`src/rtl/i2c_rf_pkg.sv`:
```
package i2c_rf_pkg;

    // Target controller states
    typedef enum logic [2:0] {
        ST_IDLE,
        ST_ADDR,
        ST_ADDR_ACK,
        ST_WR_BYTE,
        ST_WR_ACK,
        ST_RD_BYTE,
        ST_RD_ACK,
        ST_HOLD
    } tgt_state_e;

    localparam int BYTE_W = 8;
    localparam int CNT_W  = $clog2(BYTE_W);

endpackage

```
`src/rtl/i2c_line_sync.sv`:
```
module i2c_line_sync #(
    parameter int STAGES = 2
) (
    input  logic clk,
    input  logic rst_n,
    input  logic scl_i,
    input  logic sda_i,
    output logic scl_lvl,
    output logic sda_lvl,
    output logic scl_rise,
    output logic scl_fall,
    output logic start_evt,
    output logic stop_evt
);

    logic [STAGES-1:0] scl_pipe;
    logic [STAGES-1:0] sda_pipe;
    logic              scl_q;
    logic              sda_q;

    // Idle bus is high, so every stage resets high
    always_ff @(posedge clk or negedge rst_n) begin
        if (!rst_n) begin
            scl_pipe <= '1;
            sda_pipe <= '1;
            scl_q    <= 1'b1;
            sda_q    <= 1'b1;
        end else begin
            scl_pipe <= {scl_pipe[STAGES-2:0], scl_i};
            sda_pipe <= {sda_pipe[STAGES-2:0], sda_i};
            scl_q    <= scl_pipe[STAGES-1];
            sda_q    <= sda_pipe[STAGES-1];
        end
    end

    assign scl_lvl   = scl_pipe[STAGES-1];
    assign sda_lvl   = sda_pipe[STAGES-1];
    assign scl_rise  =  scl_lvl & ~scl_q;
    assign scl_fall  = ~scl_lvl &  scl_q;
    // SDA moving while SCL stayed high over both samples
    assign start_evt = scl_lvl & scl_q &  sda_q & ~sda_lvl;
    assign stop_evt  = scl_lvl & scl_q & ~sda_q &  sda_lvl;

endmodule

```
`src/rtl/i2c_reg_store.sv`:
```
module i2c_reg_store #(
    parameter int NUM_REGS   = 8,
    parameter int RESET_BASE = 'h30,
    localparam int PTR_W     = $clog2(NUM_REGS)
) (
    input  logic             clk,
    input  logic             rst_n,
    input  logic             wr_en,
    input  logic [PTR_W-1:0] wr_ptr,
    input  logic [7:0]       wr_data,
    input  logic [PTR_W-1:0] rd_ptr,
    output logic [7:0]       rd_data
);

    // NUM_REGS is expected to be a power of two so the pointer wraps naturally
    logic [7:0] regs [NUM_REGS];

    always_ff @(posedge clk or negedge rst_n) begin
        if (!rst_n) begin
            for (int i = 0; i < NUM_REGS; i++) begin
                regs[i] <= 8'(RESET_BASE + i);
            end
        end else if (wr_en) begin
            regs[wr_ptr] <= wr_data;
        end
    end

    assign rd_data = regs[rd_ptr];

    assert_write_lands_R4: assert property (@(posedge clk) disable iff (!rst_n)
        wr_en |=> regs[$past(wr_ptr)] == $past(wr_data));

endmodule

```
`src/rtl/i2c_regbank_target.sv`:
```
module i2c_regbank_target
    import i2c_rf_pkg::*;
#(
    parameter int         STRAP_W    = 2,
    parameter logic [6:0] FIXED_ADDR = 7'h50,
    parameter int         NUM_REGS   = 8,
    parameter int         RESET_BASE = 'h30,
    parameter bit         STRETCH_EN = 1'b1,
    parameter int         SYNC_STAGES = 2
) (
    input  logic               clk,
    input  logic               rst_n,
    input  logic               scl_i,
    input  logic               sda_i,
    input  logic [STRAP_W-1:0] strap_i,
    input  logic               bank_ready,
    output logic               scl_drive_low,
    output logic               sda_drive_low
);

    localparam int PTR_W = $clog2(NUM_REGS);

    // Line conditioning
    logic scl_lvl, sda_lvl, scl_rise, scl_fall, start_evt, stop_evt;

    i2c_line_sync #(.STAGES(SYNC_STAGES)) u_sync (
        .clk       (clk),
        .rst_n     (rst_n),
        .scl_i     (scl_i),
        .sda_i     (sda_i),
        .scl_lvl   (scl_lvl),
        .sda_lvl   (sda_lvl),
        .scl_rise  (scl_rise),
        .scl_fall  (scl_fall),
        .start_evt (start_evt),
        .stop_evt  (stop_evt)
    );

    // Own address: fixed high part, strapped low part
    logic [6:0] my_addr;
    assign my_addr = {FIXED_ADDR[6:STRAP_W], strap_i};

    // Stretch variant selection
    logic stretch_req;
    generate
        if (STRETCH_EN) begin : g_stretch
            assign stretch_req = ~bank_ready;
        end else begin : g_no_stretch
            assign stretch_req = 1'b0;
        end
    endgenerate

    // State and datapath registers
    tgt_state_e        state_q, state_d;
    logic [CNT_W-1:0]  cnt_q, cnt_d;
    logic [BYTE_W-1:0] rx_q, rx_d;
    logic [BYTE_W-1:0] tx_q, tx_d;
    logic [PTR_W-1:0]  ptr_q, ptr_d;
    logic              full_q, full_d;
    logic              first_q, first_d;
    logic              mack_q, mack_d;
    logic              hold_rd_q, hold_rd_d;
    logic              rw_q, rw_d;
    logic              wr_en;
    logic              ptr_step;
    logic [7:0]        rd_data;

    i2c_reg_store #(.NUM_REGS(NUM_REGS), .RESET_BASE(RESET_BASE)) u_store (
        .clk     (clk),
        .rst_n   (rst_n),
        .wr_en   (wr_en),
        .wr_ptr  (ptr_q),
        .wr_data (rx_q),
        .rd_ptr  (ptr_q),
        .rd_data (rd_data)
    );

    // Next state and datapath
    always_comb begin
        state_d   = state_q;
        cnt_d     = cnt_q;
        rx_d      = rx_q;
        tx_d      = tx_q;
        ptr_d     = ptr_q;
        full_d    = full_q;
        first_d   = first_q;
        mack_d    = mack_q;
        hold_rd_d = hold_rd_q;
        rw_d      = rw_q;
        wr_en     = 1'b0;
        ptr_step  = 1'b0;

        if (start_evt) begin
            state_d = ST_ADDR;
            cnt_d   = '0;
            full_d  = 1'b0;
        end else if (stop_evt) begin
            state_d = ST_IDLE;
            cnt_d   = '0;
            full_d  = 1'b0;
        end else begin
            unique case (state_q)
                ST_IDLE: begin
                end
                ST_ADDR, ST_WR_BYTE: begin
                    if (scl_rise) begin
                        rx_d  = {rx_q[BYTE_W-2:0], sda_lvl};
                        cnt_d = cnt_q + 1'b1;
                        if (cnt_q == CNT_W'(BYTE_W - 1)) full_d = 1'b1;
                    end else if (scl_fall && full_q) begin
                        full_d = 1'b0;
                        cnt_d  = '0;
                        if (state_q == ST_ADDR) begin
                            if (rx_q[7:1] == my_addr) begin
                                state_d = ST_ADDR_ACK;
                                rw_d    = rx_q[0];
                            end else begin
                                state_d = ST_IDLE;
                            end
                        end else begin
                            state_d = ST_WR_ACK;
                            if (first_q) begin
                                ptr_d = rx_q[PTR_W-1:0];
                            end else begin
                                wr_en    = 1'b1;
                                ptr_step = 1'b1;
                            end
                        end
                    end
                end
                ST_ADDR_ACK, ST_WR_ACK: begin
                    if (scl_fall) begin
                        first_d = (state_q == ST_ADDR_ACK);
                        cnt_d   = '0;
                        if (stretch_req) begin
                            state_d   = ST_HOLD;
                            hold_rd_d = (state_q == ST_ADDR_ACK) && rw_q;
                        end else if ((state_q == ST_ADDR_ACK) && rw_q) begin
                            tx_d    = rd_data;
                            state_d = ST_RD_BYTE;
                        end else begin
                            state_d = ST_WR_BYTE;
                        end
                    end
                end
                ST_RD_BYTE: begin
                    if (scl_fall) begin
                        tx_d  = {tx_q[BYTE_W-2:0], 1'b0};
                        cnt_d = cnt_q + 1'b1;
                        if (cnt_q == CNT_W'(BYTE_W - 1)) begin
                            state_d  = ST_RD_ACK;
                            ptr_step = 1'b1;
                            mack_d   = 1'b0;
                        end
                    end
                end
                ST_RD_ACK: begin
                    if (scl_rise) begin
                        if (sda_lvl) state_d = ST_IDLE;
                        else         mack_d  = 1'b1;
                    end else if (scl_fall && mack_q) begin
                        cnt_d = '0;
                        if (stretch_req) begin
                            state_d   = ST_HOLD;
                            hold_rd_d = 1'b1;
                        end else begin
                            tx_d    = rd_data;
                            state_d = ST_RD_BYTE;
                        end
                    end
                end
                ST_HOLD: begin
                    if (!stretch_req) begin
                        cnt_d = '0;
                        if (hold_rd_q) begin
                            tx_d    = rd_data;
                            state_d = ST_RD_BYTE;
                        end else begin
                            state_d = ST_WR_BYTE;
                        end
                    end
                end
            endcase
        end

        if (ptr_step) ptr_d = ptr_q + PTR_W'(1);
    end

    // State register
    always_ff @(posedge clk or negedge rst_n) begin
        if (!rst_n) begin
            state_q   <= ST_IDLE;
            cnt_q     <= '0;
            rx_q      <= '0;
            tx_q      <= '0;
            ptr_q     <= '0;
            full_q    <= 1'b0;
            first_q   <= 1'b0;
            mack_q    <= 1'b0;
            hold_rd_q <= 1'b0;
            rw_q      <= 1'b0;
        end else begin
            state_q   <= state_d;
            cnt_q     <= cnt_d;
            rx_q      <= rx_d;
            tx_q      <= tx_d;
            ptr_q     <= ptr_d;
            full_q    <= full_d;
            first_q   <= first_d;
            mack_q    <= mack_d;
            hold_rd_q <= hold_rd_d;
            rw_q      <= rw_d;
        end
    end

    // Outputs
    always_comb begin
        sda_drive_low = 1'b0;
        scl_drive_low = 1'b0;
        unique case (state_q)
            ST_ADDR_ACK, ST_WR_ACK: sda_drive_low = 1'b1;
            ST_RD_BYTE:             sda_drive_low = ~tx_q[BYTE_W-1];
            ST_HOLD:                scl_drive_low = 1'b1;
            default: begin
            end
        endcase
    end

    // Checks next to the logic they guard
    assert_ptr_wraps_R5: assert property (@(posedge clk) disable iff (!rst_n)
        ptr_step |=> ptr_q == $past(ptr_q) + PTR_W'(1));

    assert_start_restarts_R8: assert property (@(posedge clk) disable iff (!rst_n)
        start_evt |=> (state_q == ST_ADDR) && (cnt_q == '0));

    assert_stop_idles_R8: assert property (@(posedge clk) disable iff (!rst_n)
        (stop_evt && !start_evt) |=> state_q == ST_IDLE);

    assert_sda_moves_scl_low_R3: assert property (@(posedge clk) disable iff (!rst_n)
        !$stable(sda_drive_low) |-> !scl_lvl);

    assert_stretch_released_R10: assert property (@(posedge clk) disable iff (!rst_n)
        $past(bank_ready) |-> !scl_drive_low);

endmodule

```
`config.mk`:
```
export PLATFORM = sky130hd
export DESIGN_NAME = i2c_regbank_target
export DESIGN_NICKNAME = d
export VERILOG_FILES = /design/src/rtl/i2c_rf_pkg.sv /design/src/rtl/i2c_line_sync.sv /design/src/rtl/i2c_reg_store.sv /design/src/rtl/i2c_regbank_target.sv
export SDC_FILE = /design/constraint.sdc
export NUM_CORES = 1
export LEC_CHECK = 0
export ABC_CLOCK_PERIOD_IN_PS = 2250
export BUFFER_PORTS_ARGS = -buffer_cell sky130_fd_sc_hd__buf_4
export CAP_MARGIN = 10
export CORE_AREA = 2 2 154 81
export DETAILED_ROUTE_END_ITERATION = 6
export DIE_AREA = 0 0 156 83
export PLACE_DENSITY = 0.65
export SYNTH_ARGS = -nofsm -noshare
export SYNTH_HDL_FRONTEND = slang
export SYNTH_SLANG_ARGS = --single-unit
export TNS_END_PERCENT = 10
```
`constraint.sdc`:
```
create_clock -name clk -period 2.25 [get_ports clk]
set_clock_uncertainty 0.05 [all_clocks]
set_input_delay 0.45 -clock clk [delete_from_list [all_inputs] [get_ports clk]]
set_output_delay 0.45 -clock clk [all_outputs]
set_load 0.005 [all_outputs]
```
==> results.json <==
{
  "result_of_the_run": "completed",
  "synth-xor-area-share_pct": 0.518,
  "cts_root_buf": "clkbuf_16",
  "io_pins": 9,
  "clkLatencyLatePin_ps": 340,
  "wl_met2_mm": 5.08,
  "worst_hold_slack_after_final_layout_ps": 15.7,
  "routabilityCongestion": 0.944,
  "sequential_share_of_the_synthesized_area_pct": 50.2,
  "clock_tree.htree_level_count": 3,
  "worst_setup_path_endpoint": "u_store.regs[23]",
  "power_frac_seq_pct": 37.1,
  "regToRegEndpoint": "u_store.regs[23]",
  "drt_iter0_drc": 387,
  "data_required_time_of_the_worst_path_ps": 2430,
  "synth_edf_count": 0,
  "routed_wl_mm": 13.3,
  "critical_path_arrival_ps": 2410,
  "ys_types": 54,
  "worst_path_most_repeated_cell": "or3_4",
  "routed.top_layer": "met4",
  "dominant_combinational_cell_family_by_area_after_synthesis": "multiplexers",
  "grt_start_max_net_pins": 39,
  "starting_utilization_of_the_core_area_pct": 44.0,
  "critical_path.top_delay_family": "simple AND/OR/NAND/NOR gates",
  "global_route.overflow_total": 0,
  "routed_antenna_nets": 0,
  "p_leak_nw": 2.67,
  "switching_share_pct": 36.3,
  "setup_viol": 0,
  "dieWidth_um": 156,
  "fin_crit_sh_pct": 98.9,
  "via_count_of_the_first_global_routing_pass": 3646,
  "nNetsFinal": 489,
  "yosysWarningCount": 0,
  "power.combinational.fraction_pct": 36.5,
  "postSynthNetCount": 446,
  "reg2reg_slack_ps": 30,
  "setup_ws_ps": 25.9,
  "peak_supply_drop_uv": 609,
  "register_bit_count_reported_by_yosys": 100,
  "postSynth.topFlopCell": "dfrtp_1",
  "top_cells_by_area_synth": "dfrtp_1 33%, mux2_2 19%, dfstp_2 18%",
  "muxShareOfSynthArea_pct": 22.0,
  "slew_headroom_pct": 63.8,
  "worstHoldPathType": "input pin to asynchronous set/reset pin",
  "cell_internal_pwr_mw": 3.79,
  "asyncSetResetFlopFracSynth_pct": 100,
  "crit_buf_inv": 1,
  "die_area_um2": 12900,
  "tritoncts": "done",
  "grt_antenna_before_repair": 0,
  "num_vias": 3738,
  "area_overhead_of_the_layout_relative_to_synthesis_pct": 18.7,
  "dp_worst_setup_slack_ps": -90.7,
  "grt_pass1_wl_mm": 21.0,
  "critPathSlowestCell": "dfstp_2",
  "m1WireLength_mm": 6.90,
  "synth_adder_area_share_pct": 0.740,
  "power.net_switching_mw": 2.16,
  "cts.path.max_buffers": 2,
  "post-synth-top-area-fraction_pct": 32.6,
  "clock-sinks": 100,
  "power_density_nw_per_um2": 988,
  "critical_path_depth": 6,
  "numCtsBuffers": 9,
  "final_core_utilization_pct": 52.2,
  "cp-end-kind": "flop",
  "grt_util_all_layers_pct": 21.4,
  "hold_viol": 0,
  "worst-r2r-cell-count": 6,
  "final.setup.tns_ps": 0,
  "avgSynthCellArea_um2": 11.6,
  "crit_type": "flop to flop",
  "io_buffers": 8,
  "max-cap-violations": 0,
  "detailed_routing_iterations_pass_1": 5,
  "rsz0062_at_grt": "true",
  "crit_fanout": 8,
  "slowest_delay_ps": 560,
  "r2r-start": "u_sync.scl_q",
  "synth.largest_area_cell": "dfrtp_1",
  "timing.critical_path.from": "u_sync.scl_q",
  "worst_setup_path_start_kind": "flop",
  "critical_path.cell_chain": "nand3b_4 > or3_4 > or3_4 > nor3b_4 > buf_6 > mux2_2",
  "vias_per_cell": 5.89,
  "drt-wirelength-per-cell_um": 20.9,
  "dp_hpwl_mm": 9.65,
  "met3RoutedLength_mm": 1.16,
  "core_um2": 11500,
  "totalPowerFinal_mw": 5.95,
  "synth_area_um2": 5070,
  "chipHeight_um": 83,
  "drc_errors": 0,
  "clock_power_share_pct": 26.4,
  "post_synth_inst_count": 436,
  "synth_simple_gate_area_share_pct": 11.5,
  "synth_compound_area_share_pct": 11.6,
  "period_needed_ps": 2220,
  "fmaxAchievable_mhz": 450,
  "worstMarginPinSlew_ps": 543,
  "cts.reportedPaths.clkPinSlew_ps": 70,
  "maxSlewViolCount": 0,
  "fp-row-count": 28,
  "fraction_of_final_layout_cells_sized_beyond_drive_strength_1_pct": 45.0
}
final cells by class:
class | count | area (µm²)
well taps | 150 | 188
clock buffers | 10 | 239
clock inverters | 6 | 63.8
multi-input cells | 295 | 2390
diodes | 1 | 2.50
inverters | 10 | 37.5
fillers | 977 | 5510
flip-flops and latches | 100 | 2540
repair buffers | 63 | 552
cell families after synthesis:
family | count (synthesis)
simple gates | 106
flops | 100
mux | 96
compound gates | 87
buf+inv | 41
xor+xnor | 3
fa+ha+maj | 3
state kept, by name, summed over array words and instances (netlist names), 2 cells and up:
register,count
u_sync.sda_pipe,2
u_sync.scl_pipe,2
u_store.regs,64
ptr_q,3
tx_q,8
rx_q,8
cnt_q,3
state_q,3
power groups by stage:
stage / clock, mW / combinational (mW) / sequential, mW
after floorplan: 0 / 1.33 / 2.13
after global placement: 0 / 2.01 / 2.22
after detailed placement: 0 / 2.05 / 2.23
after CTS: 1.60 / 2.06 / 2.20
after global routing: 1.67 / 2.33 / 2.23
final: 1.57 / 2.17 / 2.21
metal layers:
metal / vias to the layer above / track usage (%)
met3: 16 / 7.31
met4: 0 / 4.09
met2: 163 / 27.0
met1: 1886 / 34.7
met5: - / 0
li1: 1673 / -
worst min-delay path by stage:
stage,endpoint,cells after the start,start,slack (ps)
5_1_grt,u_store.regs[51],1,rst_n,40
2_1_floorplan,cnt_q[0],0,rst_n,100
3_5_place_dp,u_sync.scl_pipe[1],0,u_sync.scl_pipe[0],300
4_1_cts,u_store.regs[51],1,rst_n,20
3_3_place_gp,u_sync.scl_pipe[1],0,u_sync.scl_pipe[0],300
6_report,u_store.regs[51],1,rst_n,20
through the flow:
stage / instance area, µm² / instances
after global routing: 6020 / 634
after detailed placement: 5670 / 617
final: 6020 / 635
after floorplan: 5070 / 436
after CTS: 5980 / 633
after global placement: 5670 / 617
worst reg2reg max path, cell delays in order, from the launching register on:
cell	delay, ps
dfstp_2	560
nand3b_4	70
or3_4	330
or3_4	400
nor3b_4	200
buf_6	160
mux2_2	340
layout by cell type, fill, tap and decap left out, types with 4 or more instances in the layout:
cell type | netlist | layout
o22ai_1 | 8 | 8
nand2b_1 | 5 | 5
dfrtp_1 | 66 | 66
clkbuf_16 | 0 | 9
mux2i_1 | 8 | 8
dfstp_2 | 34 | 34
a22oi_1 | 9 | 9
inv_1 | 10 | 10
mux4_2 | 4 | 4
nor2_1 | 18 | 18
nand2_1 | 33 | 33
a21oi_1 | 12 | 12
nor2b_1 | 13 | 12
nand3b_1 | 4 | 4
mux2_2 | 84 | 84
a31oi_1 | 8 | 8
nand3_1 | 11 | 11
buf_12 | 0 | 6
buf_4 | 0 | 56
o21ai_0 | 19 | 19
nor3_1 | 4 | 4
cells in the mapped netlist, types with 3 or more instances:
cell type  instances
nor2b_1           13
a221oi_1           4
o21ai_0           19
a22oi_1            9
nand3b_1           4
dfstp_2           34
mux4_2             4
clkbuf_1          24
buf_1              3
mux2i_1            8
a21oi_1           12
and3b_1            3
xnor2_1            3
nand2b_1           5
ha_1               3
nand3_1           11
nand2_1           33
dfrtp_1           66
a22o_1             3
nor3_1             4
mux2_2            84
o22ai_1            8
o221ai_1           3
a31oi_1            8
inv_1             10
nor2_1            18
timing repair:
| action | CTS | global route |
|---|---|---|
| endpoints found under the setup margin | 25 | 25 |
| gates cloned | 0 | 0 |
| pin swaps | 0 | 1 |
| resized for setup | 2 | 7 |
| setup buffers | 0 | 1 |
| hold buffers | 0 | 0 |
Power figures use the tool's default switching activity.
